`config.mk`:
```
export PLATFORM = sky130hd
export DESIGN_NAME = refdiv_chain
export DESIGN_NICKNAME = d
export VERILOG_FILES = /design/src/rtl/refdiv_pkg.sv /design/src/rtl/refdiv_capture.sv /design/src/rtl/refdiv_prescale.sv /design/src/rtl/refdiv_bincount.sv /design/src/rtl/refdiv_outstage.sv /design/src/rtl/refdiv_chain.sv
export SDC_FILE = /design/constraint.sdc
export NUM_CORES = 1
export LEC_CHECK = 0
export ABC_AREA = 0
export BUFFER_PORTS_ARGS = -buffer_cell sky130_fd_sc_hd__clkbuf_2
export CORE_MARGIN = 2
export CORE_UTILIZATION = 30
export DETAILED_ROUTE_END_ITERATION = 10
export PLACE_DENSITY_LB_ADDON = 0.1
export SLEW_MARGIN = 20
export SYNTH_ARGS = -nofsm -noshare
export SYNTH_HDL_FRONTEND = slang
export SYNTH_SLANG_ARGS = --single-unit
```
`constraint.sdc`:
```
create_clock -name clk -period 5.95 [get_ports clk]
set_input_delay 1.19 -clock clk [delete_from_list [all_inputs] [get_ports clk]]
set_output_delay 1.19 -clock clk [all_outputs]
set_load 0.02 [all_outputs]
```
`src/rtl/refdiv_pkg.sv`:
```
package refdiv_pkg;
   // Width needed to hold values 0 .. max_val-1, never below one bit.
   function automatic int unsigned cnt_width(input int unsigned max_val);
      return (max_val > 1) ? $clog2(max_val) : 1;
   endfunction

   // Reload value of the binary stage for a given word and word width.
   function automatic int unsigned full_count(input int unsigned word_w);
      return 1 << word_w;
   endfunction
endpackage

```
`src/rtl/refdiv_capture.sv`:
```
module refdiv_capture #(
   parameter int SEL_W = 2
) (
   input  logic             clk,
   input  logic             rst,
   input  logic             reload,
   input  logic [SEL_W-1:0] sel_in,
   output logic [SEL_W-1:0] sel_act
);
   // Holds the select used for the prescaler's internal wraps in the current period.
   always_ff @(posedge clk) begin
      if (rst || reload) sel_act <= sel_in;
   end
endmodule

```
`src/rtl/refdiv_prescale.sv`:
```
module refdiv_prescale #(
   parameter int          SEL_W  = 2,
   parameter int unsigned PS_MAX = 100,
   parameter int          PS_W   = 7,
   parameter int unsigned PS_RATIO [2**SEL_W] = '{1, 2, 10, 100}
) (
   input  logic             clk,
   input  logic             rst,
   input  logic             reload,
   input  logic [SEL_W-1:0] sel_in,
   input  logic [SEL_W-1:0] sel_act,
   output logic             tick,
   output logic [PS_W-1:0]  pcnt
);
   localparam int NUM_SEL = 2**SEL_W;

   if (PS_MAX == 1) begin : g_bypass
      // Every ratio is 1: the stage reduces to a constant enable.
      assign tick = 1'b1;
      assign pcnt = '0;
   end else begin : g_count
      logic [PS_W-1:0] load_tab [NUM_SEL];
      logic [PS_W-1:0] pcnt_q;

      for (genvar i = 0; i < NUM_SEL; i++) begin : g_tab
         if (PS_RATIO[i] < 1 || PS_RATIO[i] > PS_MAX) begin : g_bad
            $error("prescaler ratio entry out of range");
         end
         assign load_tab[i] = PS_W'(PS_RATIO[i] - 1);
      end

      always_ff @(posedge clk) begin
         if (rst || reload)      pcnt_q <= load_tab[sel_in];
         else if (pcnt_q == '0)  pcnt_q <= load_tab[sel_act];
         else                    pcnt_q <= pcnt_q - 1'b1;
      end

      assign tick = (pcnt_q == '0);
      assign pcnt = pcnt_q;
   end
endmodule

```
`src/rtl/refdiv_bincount.sv`:
```
module refdiv_bincount #(
   parameter int N_W = 10
) (
   input  logic           clk,
   input  logic           rst,
   input  logic           tick,
   input  logic [N_W-1:0] word_in,
   output logic           term,
   output logic [N_W:0]   bcnt
);
   import refdiv_pkg::*;
   localparam int unsigned FULL = full_count(N_W);

   logic [N_W:0] load_val;
   logic [N_W:0] bcnt_q;

   // A zero word stands for the full 2**N_W count.
   assign load_val = (word_in == '0) ? (N_W+1)'(FULL) : {1'b0, word_in};
   assign term     = tick && (bcnt_q == (N_W+1)'(1));

   always_ff @(posedge clk) begin
      if (rst || term) bcnt_q <= load_val;
      else if (tick)   bcnt_q <= bcnt_q - 1'b1;
   end

   assign bcnt = bcnt_q;
endmodule

```
`src/rtl/refdiv_outstage.sv`:
```
module refdiv_outstage (
   input  logic clk,
   input  logic rst,
   input  logic term,
   output logic pulse,
   output logic sq
);
   always_ff @(posedge clk) begin
      if (rst) begin
         pulse <= 1'b0;
         sq    <= 1'b0;
      end else begin
         pulse <= term;
         if (term) sq <= ~sq;
      end
   end
endmodule

```
`src/rtl/refdiv_chain.sv`:
```
module refdiv_chain #(
   parameter int          N_W    = 10,
   parameter int          SEL_W  = 2,
   parameter int unsigned PS_MAX = 100,
   parameter int unsigned PS_RATIO [2**SEL_W] = '{1, 2, 10, 100}
) (
   input  logic             clk,
   input  logic             rst,
   input  logic [SEL_W-1:0] ps_sel,
   input  logic [N_W-1:0]   div_word,
   output logic             div_pulse,
   output logic             div_sq
);
   import refdiv_pkg::*;
   localparam int PS_W = cnt_width(PS_MAX);

   if (N_W < 1 || N_W > 24) begin : g_chk_nw
      $error("N_W out of supported range");
   end
   if (SEL_W < 1 || SEL_W > 4) begin : g_chk_sel
      $error("SEL_W out of supported range");
   end
   if (PS_MAX < 1) begin : g_chk_max
      $error("PS_MAX must be at least 1");
   end

   logic [SEL_W-1:0] sel_act;
   logic             pre_tick;
   logic             term;
   logic [PS_W-1:0]  pcnt_q;
   logic [N_W:0]     bcnt_q;

   refdiv_capture #(.SEL_W(SEL_W)) u_cap (
      .clk     (clk),
      .rst     (rst),
      .reload  (term),
      .sel_in  (ps_sel),
      .sel_act (sel_act)
   );

   refdiv_prescale #(
      .SEL_W    (SEL_W),
      .PS_MAX   (PS_MAX),
      .PS_W     (PS_W),
      .PS_RATIO (PS_RATIO)
   ) u_pre (
      .clk     (clk),
      .rst     (rst),
      .reload  (term),
      .sel_in  (ps_sel),
      .sel_act (sel_act),
      .tick    (pre_tick),
      .pcnt    (pcnt_q)
   );

   refdiv_bincount #(.N_W(N_W)) u_bin (
      .clk     (clk),
      .rst     (rst),
      .tick    (pre_tick),
      .word_in (div_word),
      .term    (term),
      .bcnt    (bcnt_q)
   );

   refdiv_outstage u_out (
      .clk   (clk),
      .rst   (rst),
      .term  (term),
      .pulse (div_pulse),
      .sq    (div_sq)
   );
endmodule

```
==> results.sh <==
export IMPL_nFillCells=413
export IMPL_yosysSeqAreaShare_pct=44.40
export IMPL_ys_types=32
export IMPL_cpMaxStageDelayCell="a41oi_4"
export IMPL_gp_congestion=0.7555
export IMPL_cts_sinks=22
export IMPL_syn_cell_area_sq_um=1285
export IMPL_crit_end="u_bin.bcnt[7]$_DFFE_PP_"
export IMPL_grt_ovfl_total=0
export IMPL_synth_main_ff_cell="edfxtp_1"
export IMPL_grt_use_total_pct=11.08
export IMPL_numCtsBuffers=3
export IMPL_clock_latency_ps=270
export IMPL_worstPathRequired_ps=5980
export IMPL_fmax_ghz=0.4241
export IMPL_final_layout_size_suffix_gt1_share_pct=26.12
export IMPL_final_common_cell="clkbuf_2"
export IMPL_synthArstFlopShare_pct=0
export IMPL_die_area_sq_um=4823
export IMPL_layout_min_cycle_time_ps=2358
export IMPL_r2r_cells=6
export IMPL_timing_rr_end="u_bin.bcnt[7]$_DFFE_PP_"
export IMPL_path_cells="clkbuf_2, a41oi_4, mux2_2"
export IMPL_vias_per_cell=4.864
export IMPL_pre_cts_slack_ps=3283
export IMPL_path_delay_family="compound AO/OA/AOI/OAI gates"
export IMPL_final_cell_mix="clkbuf_2 (15), edfxtp_1 (13), nor2_1 (9), dfxtp_1 (9), inv_1 (8)"
export IMPL_routed_wl_microns=2359
export IMPL_tns_ps=0
export IMPL_rows=23
export IMPL_power_density_nw_per_um2=374.7
export IMPL_worst_pin_slew_ps=786.1
export IMPL_core_area_sq_um=4058
export IMPL_cts_resized=0
export IMPL_antenna_cells=0
export IMPL_r2r_start="u_pre.pcnt[0]$_DFF_P_"
export IMPL_critPathMaxStageDelay_ps=650
export IMPL_cts_hold_buffers=0
export IMPL_setup_violations_final=0
export IMPL_start_kind="primary input"
export IMPL_grt_pass1_wl_microns=4278
export IMPL_criticalPathCategory="primary input to flop"
export IMPL_dpl_hpwl_microns=1828
export IMPL_drc=0
export IMPL_critical_path_buf_inv_count=1
export IMPL_crit_path_max_fanout=17
export IMPL_die_h_microns=69.45
export IMPL_synth_seq_cells=22
export IMPL_first_global_vias=889
export IMPL_post_route_util_pct=36.54
export IMPL_end_kind="flop"
export IMPL_crit_cells=3
export IMPL_cap_violations=0
export IMPL_syn_inst=116
export IMPL_clock_skew_final_ps=7.601
export IMPL_ys_warn_count=0
export IMPL_syn_to_final_growth_pct=15.38
export IMPL_finalMaxSlewViolations=0
export IMPL_synth_largest_area_cell="edfxtp_1"
export IMPL_hold_viol=0
export IMPL_io_buffers=15
export IMPL_irDropWorstVdd_uv=203.7
export IMPL_leakagePower_nw=0.5792
export IMPL_finalWorstSetupSlack_ps=3592
export IMPL_cts_buffer_depth=2
export IMPL_die_w_microns=69.45
export IMPL_grt_max_degree=18
export IMPL_placedInstanceArea_sq_um=1411
export IMPL_final_cell_area_sq_um=1483
export IMPL_ff2ff_setup_slack_ps=3630
export IMPL_path_clk_slew_ps=90
export IMPL_synth_edf_count=13
export IMPL_period_share_pct=39.63
export IMPL_avgSynthCellArea_sq_um=11.08
export IMPL_cts_tree="built"
export IMPL_max_slew_margin_pct=47.42
export IMPL_grt_antenna_before_repair=0
export IMPL_boundaryPins=16
export IMPL_cts_root_buffer="clkbuf_8"
export IMPL_routedWlPerCell_microns=12.82
export IMPL_instances_no_fill=184
export IMPL_status="finished clean"
export IMPL_final_antenna_net_count=0
export IMPL_synth_top_area_share_pct=30.38
export IMPL_drt_iter0_markers=20
export IMPL_hold_class="flop to flop"
export IMPL_crit_start="rst"
export IMPL_dr_pass1_iters=4
export IMPL_rsz0062_at_grt="false"
export IMPL_holdWs_ps=481.8
export IMPL_htreeDepth=1
export IMPL_total_power_uw=555.5
export IMPL_vias=895
export IMPL_initial_core_util_pct=31.67
export IMPL_synth_area_leaders="edfxtp_1 (30%), dfxtp_1 (14%), mux2_2 (6.1%)"
export IMPL_syn_nets=134
export IMPL_arrival_ps=2390
export IMPL_dp_cells=180
export IMPL_post_cts_buffers=0
export IMPL_final_nets=153
where the power goes:
group | switching, mW | internal [mW]
clock | 0.0509 | 0.0900
combinational | 0.0833 | 0.0819
sequential | 0.0440 | 0.205
state kept, by name, indices dropped and copies added (netlist names):
signal and cells:
u_out.sq 1, u_pre.pcnt 7, u_out.pulse 1, u_bin.bcnt 11
u_cap.sel_act 2
cells in the mapped netlist, types with 2 or more instances:
library cell	n
dfxtp_1	9
edfxtp_1	13
ha_1	4
inv_1	8
mux2_2	7
mux2_4	2
mux2i_1	7
nand2_1	4
nand2b_1	3
nand3_1	6
nand4_1	2
nor2_1	9
nor3_1	5
nor4_1	4
o21ai_0	5
or3_1	2
xnor2_1	5
xor2_1	7
kinds of logic after synthesis:
| family | synth area share [%] |
|---|---|
| xor+xnor | 8.179 |
| flops | 44.40 |
| fa+ha+maj | 3.895 |
| mux | 13.92 |
| buf+inv | 3.213 |
| compound gates | 6.427 |
| simple gates | 19.96 |
layout make-up:
| class | count | area (sq um) | share of cell area [%] |
|---|---|---|---|
| Clock buffer | 3 | 41.29 | 2.785 |
| Clock inverter | 1 | 30.03 | 2.025 |
| Inverter | 8 | 30.03 | 2.025 |
| Multi-Input combinational cell | 85 | 673.1 | 45.40 |
| Sequential cell | 22 | 570.5 | 38.48 |
| Tap cell | 50 | 62.56 | 4.219 |
| Timing Repair Buffer | 15 | 75.07 | 5.063 |
worst min-delay path by stage:
stage,start,endpoint,slack (ps),depth (start not counted)
floorplan,u_pre.pcnt[6]$_DFF_P_,u_pre.pcnt[6]$_DFF_P_,550,2
global placement,u_out.sq$_SDFFE_PP0P_,u_out.sq$_SDFFE_PP0P_,470,2
detailed placement,u_out.sq$_SDFFE_PP0P_,u_out.sq$_SDFFE_PP0P_,480,2
CTS,u_out.sq$_SDFFE_PP0P_,u_out.sq$_SDFFE_PP0P_,490,2
global route,u_out.sq$_SDFFE_PP0P_,u_out.sq$_SDFFE_PP0P_,540,2
finish,u_out.sq$_SDFFE_PP0P_,u_out.sq$_SDFFE_PP0P_,480,2
worst register-to-register path, stage by stage (launching register included):
cell and delay, ps:
dfxtp_1 380, inv_1 90, ha_1 230, nor2b_1 190, and2_4 200, a41oi_4 580
mux2_2 420
per-layer routing:
metal	GRT usage (%)	share of wire [%]	vias up
li1	-	-	459
met1	15.25	49	418
met2	16.99	46	13
met3	2.180	3.6	5
met4	4.575	1.9	0
met5	0	0	-
Power figures use the tool's default switching activity.
